`src/rtl/mrx_pkg.sv`:
```
package mrx_pkg;
    // receiver sequencing
    typedef enum logic [1:0] {
        S_WAIT  = 2'd0,   // counting quiet samples
        S_ARMED = 2'd1,   // quiet met, waiting for a falling level
        S_BIT   = 2'd2,   // inside the start bit or a data bit
        S_STOP  = 2'd3    // closing quiet period after the last bit
    } rx_state_e;
endpackage

```
`src/rtl/mrx_sync.sv`:
```
module mrx_sync #(
    parameter int STAGES = 2
) (
    input  logic clk,
    input  logic rst_n,
    input  logic d_i,
    output logic q_o
);
    logic [STAGES-1:0] chain_q;
    logic [STAGES-1:0] chain_d;

    generate
        if (STAGES == 1) begin : g_one
            always_comb chain_d = d_i;
        end else begin : g_many
            always_comb chain_d = {chain_q[STAGES-2:0], d_i};
        end
    endgenerate

    // reset to the idle (high) level of the bus
    always_ff @(posedge clk or negedge rst_n) begin
        if (!rst_n) chain_q <= '1;
        else        chain_q <= chain_d;
    end

    assign q_o = chain_q[STAGES-1];
endmodule

```
`src/rtl/mrx_tick.sv`:
```
module mrx_tick #(
    parameter int DIV = 4
) (
    input  logic clk,
    input  logic rst_n,
    output logic tick_o
);
    generate
        if (DIV <= 1) begin : g_every
            assign tick_o = 1'b1;
        end else begin : g_div
            localparam int DW = $clog2(DIV);
            localparam logic [DW-1:0] TOP = DW'(DIV - 1);
            logic [DW-1:0] div_d, div_q;

            always_comb begin
                div_d = (div_q == TOP) ? '0 : div_q + 1'b1;
            end

            always_ff @(posedge clk or negedge rst_n) begin
                if (!rst_n) div_q <= '0;
                else        div_q <= div_d;
            end

            assign tick_o = (div_q == TOP);
        end
    endgenerate
endmodule

```
`src/rtl/mrx_flags.sv`:
```
module mrx_flags (
    input  logic [4:0] low_bits_i,
    output logic       arc_on_o,
    output logic       fade_run_o,
    output logic       lamp_fail_o
);
    localparam int ARC_POS  = 2;
    localparam int FADE_POS = 4;

    always_comb begin
        arc_on_o    = low_bits_i[ARC_POS];
        fade_run_o  = low_bits_i[FADE_POS];
        lamp_fail_o = |low_bits_i;
    end
endmodule

```
`src/rtl/mrx_top.sv`:
```
module mrx_top #(
    parameter int CLK_DIV   = 4,
    parameter int HALF_SMP  = 16,
    parameter int IDLE_BITS = 2,
    parameter int DATA_BITS = 8,
    parameter int SYNC_LEN  = 2
) (
    input  logic                 clk,
    input  logic                 rst_n,
    input  logic                 line_i,
    output logic                 bus_idle_o,
    output logic [DATA_BITS-1:0] rx_byte_o,
    output logic                 rx_valid_o,
    output logic                 rx_err_o,
    output logic                 rx_err_timing_o,
    output logic                 arc_on_o,
    output logic                 fade_run_o,
    output logic                 lamp_fail_o
);
    import mrx_pkg::*;

    localparam int BIT_SMP  = 2 * HALF_SMP;
    localparam int IDLE_SMP = IDLE_BITS * BIT_SMP;
    localparam int TOL      = HALF_SMP / 4;
    localparam int CW       = $clog2(IDLE_SMP + 1);
    localparam int IW       = $clog2(DATA_BITS + 1);

    localparam logic [CW-1:0] C_ONE     = CW'(1);
    localparam logic [CW-1:0] C_Q1      = CW'(HALF_SMP / 2);
    localparam logic [CW-1:0] C_Q3      = CW'(HALF_SMP + HALF_SMP / 2);
    localparam logic [CW-1:0] C_TOL     = CW'(TOL);
    localparam logic [CW-1:0] C_MID_LO  = CW'(HALF_SMP - TOL);
    localparam logic [CW-1:0] C_MID_HI  = CW'(HALF_SMP + TOL);
    localparam logic [CW-1:0] C_RESYNC  = CW'(HALF_SMP + 1);
    localparam logic [CW-1:0] C_END_LO  = CW'(BIT_SMP - TOL);
    localparam logic [CW-1:0] C_LAST    = CW'(BIT_SMP - 1);
    localparam logic [CW-1:0] C_IDLE_M1 = CW'(IDLE_SMP - 1);
    localparam logic [IW-1:0] C_IDX_END = IW'(DATA_BITS);

    typedef struct packed {
        rx_state_e            st;
        logic [CW-1:0]        cnt;    // sample position / quiet count
        logic [CW-1:0]        hi;     // closing quiet count
        logic [IW-1:0]        idx;    // 0 = start bit, 1..DATA_BITS = data
        logic                 first;  // quarter-bit sample
        logic                 prev;   // previous strobe's level
        logic [DATA_BITS-1:0] sh;
        logic [DATA_BITS-1:0] data;
        logic                 valid;
        logic                 err;
        logic                 tim;
    } regs_t;

    regs_t r_q, r_d;
    logic  s_line, tick;
    logic  edge_seen, bad_code, bad_time;

    mrx_sync #(.STAGES(SYNC_LEN)) u_sync (
        .clk(clk), .rst_n(rst_n), .d_i(line_i), .q_o(s_line)
    );

    mrx_tick #(.DIV(CLK_DIV)) u_tick (
        .clk(clk), .rst_n(rst_n), .tick_o(tick)
    );

    always_comb begin
        r_d       = r_q;
        r_d.valid = 1'b0;
        r_d.err   = 1'b0;
        edge_seen = 1'b0;
        bad_code  = 1'b0;
        bad_time  = 1'b0;
        if (tick) begin
            r_d.prev  = s_line;
            edge_seen = (s_line != r_q.prev);
            unique case (r_q.st)
                S_WAIT: begin
                    if (!s_line)                 r_d.cnt = '0;
                    else if (r_q.cnt == C_IDLE_M1) r_d.st = S_ARMED;
                    else                         r_d.cnt = r_q.cnt + 1'b1;
                end
                S_ARMED: begin
                    if (!s_line) begin
                        r_d.st  = S_BIT;
                        r_d.cnt = C_ONE;
                        r_d.idx = '0;
                        r_d.sh  = '0;
                    end
                end
                S_BIT: begin
                    r_d.cnt = r_q.cnt + 1'b1;
                    if (edge_seen) begin
                        if (r_q.cnt >= C_MID_LO && r_q.cnt <= C_MID_HI)
                            r_d.cnt = C_RESYNC;
                        else if (!(r_q.cnt <= C_TOL || r_q.cnt >= C_END_LO))
                            bad_time = 1'b1;
                    end
                    if (r_q.cnt == C_Q1) r_d.first = s_line;
                    if (r_q.cnt == C_Q3) begin
                        if (s_line == r_q.first)  bad_code = 1'b1;
                        else if (r_q.idx == '0) begin
                            if (!s_line) bad_code = 1'b1;
                        end else begin
                            r_d.sh = {r_q.sh[DATA_BITS-2:0], s_line};
                        end
                    end
                    if (r_q.cnt == C_LAST) begin
                        r_d.cnt = '0;
                        if (r_q.idx == C_IDX_END) begin
                            r_d.st = S_STOP;
                            r_d.hi = '0;
                        end else begin
                            r_d.idx = r_q.idx + 1'b1;
                        end
                    end
                end
                S_STOP: begin
                    if (r_q.cnt <= C_TOL) r_d.cnt = r_q.cnt + 1'b1;
                    if (!s_line) begin
                        if (r_q.cnt > C_TOL) bad_time = 1'b1;
                        else                 r_d.hi = '0;
                    end else if (r_q.hi == C_IDLE_M1) begin
                        r_d.valid = 1'b1;
                        r_d.data  = r_q.sh;
                        r_d.st    = S_ARMED;
                    end else begin
                        r_d.hi = r_q.hi + 1'b1;
                    end
                end
                default: r_d.st = S_WAIT;
            endcase
            if (bad_time || bad_code) begin
                r_d.st  = S_WAIT;
                r_d.cnt = '0;
                r_d.err = 1'b1;
                r_d.tim = bad_time;
            end
        end
    end

    always_ff @(posedge clk or negedge rst_n) begin
        if (!rst_n) begin
            r_q <= '{st: S_WAIT, cnt: '0, hi: '0, idx: '0, first: 1'b0,
                     prev: 1'b1, sh: '0, data: '0, valid: 1'b0,
                     err: 1'b0, tim: 1'b0};
        end else begin
            r_q <= r_d;
        end
    end

    mrx_flags u_flags (
        .low_bits_i (r_q.data[4:0]),
        .arc_on_o   (arc_on_o),
        .fade_run_o (fade_run_o),
        .lamp_fail_o(lamp_fail_o)
    );

    assign bus_idle_o      = (r_q.st == S_ARMED);
    assign rx_byte_o       = r_q.data;
    assign rx_valid_o      = r_q.valid;
    assign rx_err_o        = r_q.err;
    assign rx_err_timing_o = r_q.tim;
endmodule

```
`config.mk`:
```
export PLATFORM = sky130hd
export DESIGN_NAME = mrx_top
export DESIGN_NICKNAME = d
export VERILOG_FILES = /design/src/rtl/mrx_pkg.sv /design/src/rtl/mrx_sync.sv /design/src/rtl/mrx_tick.sv /design/src/rtl/mrx_flags.sv /design/src/rtl/mrx_top.sv
export SDC_FILE = /design/constraint.sdc
export NUM_CORES = 1
export LEC_CHECK = 0
export BUFFER_PORTS_ARGS = -buffer_cell sky130_fd_sc_hd__buf_2
export CELL_PAD_IN_SITES_DETAIL_PLACEMENT = 1
export CELL_PAD_IN_SITES_GLOBAL_PLACEMENT = 1
export CORE_MARGIN = 2
export CORE_UTILIZATION = 51
export CTS_CLUSTER_DIAMETER = 80
export CTS_CLUSTER_SIZE = 16
export DETAILED_ROUTE_END_ITERATION = 10
export MAX_ROUTING_LAYER = met4
export PLACE_DENSITY = 0.92
export SYNTH_ARGS = -nofsm -noshare
export SYNTH_HDL_FRONTEND = slang
export SYNTH_SLANG_ARGS = --single-unit
```
`constraint.sdc`:
```
create_clock -name clk -period 4.2 [get_ports clk]
set_clock_uncertainty 0.2 [all_clocks]
set_input_delay 0.84 -clock clk [delete_from_list [all_inputs] [get_ports clk]]
set_output_delay 0.84 -clock clk [all_outputs]
set_load 0.005 [all_outputs]
```
==> results of run 1 <==
==> cells by family (layout without fill, tap and decap cells) <==
family,after synthesis,in the layout,synth area share [%]
XOR/XNOR,5,5,1.67
multiplexers,11,11,4.88
adder cells (fa/ha/maj),12,12,5.74
flip-flops,45,45,43.2
buffers and inverters,27,32,6.41
AND/OR/NAND/NOR,99,99,21.2
AO/OA/AOI/OAI,60,60,16.8
==> cell usage after synthesis (2+ instances only) <==
master	n
a21oi_1	3
nor4_1	3
a22o_1	4
a21boi_0	2
nor3_1	5
dfrtp_1	42
mux2_2	10
a221oi_1	2
nor3b_1	2
nor2b_1	4
nand2b_1	4
clkbuf_1	6
a21o_1	2
buf_4	10
clkbuf_8	2
dfstp_2	3
nand4b_1	3
o21ai_0	20
o2bb2ai_1	2
a31oi_1	2
nand2_1	34
ha_1	12
nand3_1	6
o21ai_1	4
o21a_1	3
inv_1	7
xnor2_1	4
nand4_1	3
nor2_1	15
and3_1	7
==> metrics by stage <==
stage               total power [W]  instances  worst slack (ns)
floorplan                  0.000500        259              1.78
global placement           0.000508        326              1.45
detailed placement         0.000510        326              1.28
CTS                        0.000764        334              1.25
global route               0.000787        334              1.05
finish                     0.000754        334              1.24
==> path summary, 6_finish.rpt <==
path / slack [ns] / startpoint / depth (start not counted) / to
setup / recovery: 1.24 / r_q[39]$_DFFE_PN0P_ / 8 / r_q[34]$_DFFE_PN0P_
hold / removal: 0.16 / u_sync.chain_q[0]$_DFF_PN1_ / 0 / u_sync.chain_q[1]$_DFF_PN1_
setup reg to reg: 1.24 / r_q[39]$_DFFE_PN0P_ / 8 / r_q[34]$_DFFE_PN0P_
hold reg to reg: 0.16 / u_sync.chain_q[0]$_DFF_PN1_ / 0 / u_sync.chain_q[1]$_DFF_PN1_
max in group asynchronous: 2.68 / rst_n / 1 / r_q[34]$_DFFE_PN0P_
min in group asynchronous: 0.51 / rst_n / 1 / r_q[29]$_DFFE_PN0P_
==> registers in the layout, indices dropped and copies added, names as in the netlist <==
name,cells
r_q,30
u_sync.chain_q,2
rx_err_o,1
rx_valid_o,1
rx_byte_o,8
rx_err_timing_o,1
u_tick.g_div.div_q,2
==> per-layer routing <==
| metal | up-vias | part of all wire [%] | GRT usage, % |
|---|---|---|---|
| met3 | 10 | 4.2 | 3.84 |
| met2 | 50 | 49 | 37.0 |
| met4 | 0 | 1.5 | 6.43 |
| met1 | 977 | 45 | 29.1 |
| met5 | - | 0 | - |
| li1 | 931 | - | - |
==> critical path: stages (launching register included) <==
cell and delay [ns]:
dfrtp_1 0.44, inv_1 0.13, ha_1 0.49, nor3b_1 0.43, nand3_1 0.16, o22ai_2 0.38
nand4bb_4 0.28, o31ai_1 0.09, a22o_1 0.24
==> where the power goes <==
part | internal [W] | leakage, nW | switching, W
clock | 0.000115 | 0.0450 | 0.000138
combinational | 0.0000202 | 0.597 | 0.0000236
sequential | 0.000441 | 0.611 | 0.0000165
total | 0.000576 | 1.25 | 0.000178
==> final cells by class <==
cell class | instances | share of cell area, %
Multi-Input combinational cell | 187 | 48.3
Sequential cell | 45 | 41.4
Tap cell | 70 | 3.21
Timing Repair Buffer | 17 | 3.12
Clock buffer | 6 | 2.66
Inverter | 7 | 0.963
Clock inverter | 2 | 0.367
==> impl_metrics.env, run 1 <==
export IMPL_drc=0
export IMPL_final_setup_viol_count=0
export IMPL_layout_common_cells="42 x dfrtp_1, 34 x nand2_1, 20 x o21ai_0"
export IMPL_max_cap_viol_count=0
export IMPL_p_per_area_nw_per_um2=276
export IMPL_layout_core_utilization_pct=54.1
export IMPL_ios=18
export IMPL_die_ar_um2=5720
export IMPL_final_hold_worst_slack_ns=0.159
export IMPL_initial_utilization_pct=51.9
export IMPL_synth_fp_nets=274
export IMPL_synth_warnings=0
export IMPL_htree_num_levels=2
export IMPL_core_area_um2=5040
export IMPL_die_width_um=75.6
export IMPL_synth_seq_area_share_pct=43.2
export IMPL_cts_resized=0
export IMPL_layout_area_overhead_vs_synth_pct=4.35
export IMPL_ys_top_cells_by_area="dfrtp_1 40%, ha_1 5.7%, nand2_1 4.9%, mux2_2 4.3%, o21ai_0 3.8%"
export IMPL_cts_repair_timing_setup_buffer_count=0
export IMPL_synth_main_ff_cell="dfrtp_1"
export IMPL_syn_area_per_cell_um2=10.1
export IMPL_detail_route_wirelength_um=5700
export IMPL_vias_in_the_first_global_route=1950
export IMPL_arrival_ns=2.94
export IMPL_post_synth_instance_area_um2=2620
export IMPL_antenna_found_initial=0
export IMPL_cts_hold_buf=0
export IMPL_route_antenna_remaining_nets=0
export IMPL_place_congestion=0.859
export IMPL_tritoncts="built"
export IMPL_wire_per_inst_um=17.1
export IMPL_post_synth_inst_count=259
export IMPL_dp_hpwl_um=4160
export IMPL_finish_net_count=278
export IMPL_ir_worst_vdd_mv=0.230
export IMPL_vias_per_cell=5.89
export IMPL_slew_limit_headroom_pct=34.6
export IMPL_setup_repair_after_global_routing_missed_its_margin="no"
export IMPL_gr_total_overflow=0
export IMPL_holdCritPathClass="reg -> reg"
export IMPL_std_cell_rows=26
export IMPL_worst_endpoint_required_ns=4.18
export IMPL_grt_pass1_wl_um=9580
export IMPL_drive_gt1_share_pct=19.3
export IMPL_synth_seq_cells=45
export IMPL_timing_critical_path_from_type="register"
export IMPL_floorplan_die_height_um=75.6
export IMPL_grt_max_degree=46
export IMPL_fillers=581
export IMPL_totalNegativeSetupSlack_ns=0
export IMPL_clk_pin_slew_ns=0.08
export IMPL_crit_path_max_fanout=17
export IMPL_hold_viol_final=0
export IMPL_route_vias_total=1968
export IMPL_leakagePower_nw=1.25
export IMPL_synthDominantAreaCellType="dfrtp_1"
export IMPL_synthArstFlopShare_pct=100
export IMPL_drt_iter0_markers=74
export IMPL_clk_path_buf_depth=2
export IMPL_post_synth_edffs=0
export IMPL_final_common_cell="dfrtp_1"
export IMPL_stdcell_area_um2=2730
export IMPL_period_minus_slack_ns=2.96
export IMPL_measured_slew_at_the_worst_slew_check_pin_ns=0.981
export IMPL_outcome="complete, no violations"
export IMPL_diodes=0
export IMPL_achievable_frequency_mhz=338
export IMPL_synth_lib_cells_used_distinct=63
export IMPL_clkSinkCount=45
export IMPL_cts_buffers=5
export IMPL_final_max_slew_viol_count=0
export IMPL_worstSetupPathType="reg -> reg"
export IMPL_worst_setup_end_kind="register"
export IMPL_grt_usage_pct=22.6
export IMPL_footprint_of_the_multi_input_gates_um2=1320
export IMPL_dr_pass1_iters=4
export IMPL_clock_network_latency_to_the_later_pin_of_the_worst_skew_pair_ns=0.29
export IMPL_register_area_um2=1130
export IMPL_placedInstanceArea_um2=2650
export IMPL_timing_final_crit_share_pct=70.4
export IMPL_netlist_area_leader_share_pct=40.2
export IMPL_count_of_input_and_output_buffers=17
export IMPL_library_cell_used_as_clock_root_buffer="clkbuf_8"
Power figures use the tool's default switching activity.
==> run 2, diff against run 1 <==
--- a/config.mk
+++ b/config.mk
@@ -9,12 +9,12 @@
 export CELL_PAD_IN_SITES_DETAIL_PLACEMENT = 1
 export CELL_PAD_IN_SITES_GLOBAL_PLACEMENT = 1
 export CORE_MARGIN = 2
-export CORE_UTILIZATION = 51
+export CORE_UTILIZATION = 47
 export CTS_CLUSTER_DIAMETER = 80
 export CTS_CLUSTER_SIZE = 16
 export DETAILED_ROUTE_END_ITERATION = 10
 export MAX_ROUTING_LAYER = met4
-export PLACE_DENSITY = 0.92
+export PLACE_DENSITY = 0.87
 export SYNTH_ARGS = -nofsm -noshare
 export SYNTH_HDL_FRONTEND = slang
 export SYNTH_SLANG_ARGS = --single-unit
==> constraint.sdc (replaced) <==
create_clock -name clk -period 2.75 [get_ports clk]
set_clock_uncertainty 0.2 [all_clocks]
set_input_delay 0.55 -clock clk [delete_from_list [all_inputs] [get_ports clk]]
set_output_delay 0.55 -clock clk [all_outputs]
set_load 0.005 [all_outputs]
==> impl_metrics.env, run 2 (same netlist as run 1, synthesis figures left out) <==
export IMPL_measured_slew_at_the_worst_slew_check_pin_ns=0.600
export IMPL_antenna_found_initial=0
export IMPL_initial_utilization_pct=48.1
export IMPL_dr_pass1_iters=4
export IMPL_die_ar_um2=6180
export IMPL_cts_repair_timing_setup_buffer_count=0
export IMPL_clk_pin_slew_ns=0.09
export IMPL_ir_worst_vdd_mv=0.187
export IMPL_count_of_input_and_output_buffers=17
export IMPL_grt_usage_pct=21.5
export IMPL_arrival_ns=2.58
export IMPL_period_minus_slack_ns=2.59
export IMPL_place_congestion=0.904
export IMPL_route_antenna_remaining_nets=0
export IMPL_crit_path_max_fanout=10
export IMPL_vias_per_cell=5.71
export IMPL_detail_route_wirelength_um=6040
export IMPL_final_setup_viol_count=0
export IMPL_std_cell_rows=27
export IMPL_dp_hpwl_um=4470
export IMPL_core_area_um2=5440
export IMPL_final_common_cell="dfrtp_1"
export IMPL_floorplan_die_height_um=78.6
export IMPL_clkSinkCount=45
export IMPL_clock_network_latency_to_the_later_pin_of_the_worst_skew_pair_ns=0.31
export IMPL_crit_family="compound AO/OA/AOI/OAI gates"
export IMPL_worstSetupPathType="reg -> reg"
export IMPL_final_max_slew_viol_count=0
export IMPL_grt_pass1_wl_um=10100
export IMPL_totalNegativeSetupSlack_ns=0
export IMPL_critPathMaxStageDelay_ns=0.55
export IMPL_wire_per_inst_um=17.4
export IMPL_worst_endpoint_required_ns=2.74
export IMPL_final_hold_worst_slack_ns=0.00320
export IMPL_p_per_area_nw_per_um2=430
export IMPL_finish_net_count=289
export IMPL_holdCritPathClass="in -> async"
export IMPL_htree_num_levels=2
export IMPL_slew_limit_headroom_pct=59.6
export IMPL_setup_repair_after_global_routing_missed_its_margin="no"
export IMPL_layout_area_overhead_vs_synth_pct=8.33
export IMPL_drc=0
export IMPL_worst_setup_end_kind="register"
export IMPL_totalPowerFinal_w=0.00122
export IMPL_drt_iter0_markers=79
export IMPL_achievable_frequency_mhz=386
export IMPL_cts_hold_buf=0
export IMPL_vias_in_the_first_global_route=2048
export IMPL_critPathLaunch="r_q[37]$_DFFE_PN0P_"
export IMPL_cp_cell_sequence="or4_4 -> o21ai_2 -> o22ai_4 -> o31ai_4 -> nor2_1 -> a22o_1"
export IMPL_leakagePower_nw=1.31
export IMPL_max_cap_viol_count=0
export IMPL_outcome="complete, no violations"
export IMPL_worst_path_max_delay_cell="or4_4"
export IMPL_grt_max_degree=25
export IMPL_worst_path_buf_inv=0
export IMPL_die_width_um=78.6
export IMPL_clk_path_buf_depth=2
export IMPL_layout_common_cells="42 x dfrtp_1, 34 x nand2_1, 20 x o21ai_0"
export IMPL_tritoncts="built"
export IMPL_diodes=0
export IMPL_layout_core_utilization_pct=52.1
export IMPL_most_flop_heavy_register="r_q"
export IMPL_largest_register_ffs=30
export IMPL_route_vias_total=1983
export IMPL_ios=18
export IMPL_library_cell_used_as_clock_root_buffer="clkbuf_8"
export IMPL_timing_final_crit_share_pct=94.1
export IMPL_timing_rr_start="r_q[37]$_DFFE_PN0P_"
export IMPL_gr_total_overflow=0
export IMPL_timing_critical_path_from_type="register"
export IMPL_cts_resized=0
export IMPL_drive_gt1_share_pct=22.9
export IMPL_cts_buffers=5
export IMPL_hold_viol_final=0
[run 2: through the flow]
step,std cells,setup WS [ns],area (µm²)
after floorplan,259,0.331,2620
after global placement,339,0.269,2730
after detailed placement,339,0.156,2730
after CTS,347,0.137,2830
after global routing,347,0.0266,2830
final,347,0.161,2830
[run 2: layer usage]
metal	vias to the layer above	share of wire, %	track usage, %	wire (µm)
met5	-	0	-	0
met4	0	0.88	4.39	53
met3	6	2.6	4.25	156
met2	23	51	36.8	3100
met1	1000	45	26.7	2730
li1	954	-	-	-
[run 2: power by group]
group	internal [W]	switching, W	leakage, nW
Combinational	0.0000408	0.0000574	0.650
Sequential	0.000673	0.0000114	0.611
Clock	0.000184	0.000250	0.0447
[run 2: final timing paths]
| check | endpoint | slack, ns | depth (start not counted) |
|---|---|---|---|
| worst max-delay path | r_q[34]$_DFFE_PN0P_ | 0.16 | 6 |
| worst min-delay path | r_q[23]$_DFFE_PN0P_ | 0.003 | 1 |
| min in group clk | u_sync.chain_q[0]$_DFF_PN1_ | 0.13 | 1 |
| max in group asynchronous | u_sync.chain_q[0]$_DFF_PN1_ | 1.71 | 2 |
| worst max register to register | r_q[34]$_DFFE_PN0P_ | 0.16 | 6 |
| worst min register to register | u_sync.chain_q[1]$_DFF_PN1_ | 0.16 | 0 |
[run 2: worst register-to-register path, stage by stage (launching register included)]
cell and delay [ns]:
dfrtp_1 0.49, or4_4 0.55, o21ai_2 0.26, o22ai_4 0.16, o31ai_4 0.42, nor2_1 0.17, a22o_1 0.23
[run 2: final cells by class]
| type | instances | area (µm²) |
|---|---|---|
| Fill cell | 633 | 2610 |
| Multi-Input combinational cell | 187 | 1330 |
| Sequential cell | 45 | 1130 |
| Timing Repair Buffer | 28 | 168 |
| Tap cell | 72 | 90.1 |
| Clock buffer | 5 | 68.8 |
| Inverter | 7 | 26.3 |
| Clock inverter | 3 | 25.0 |
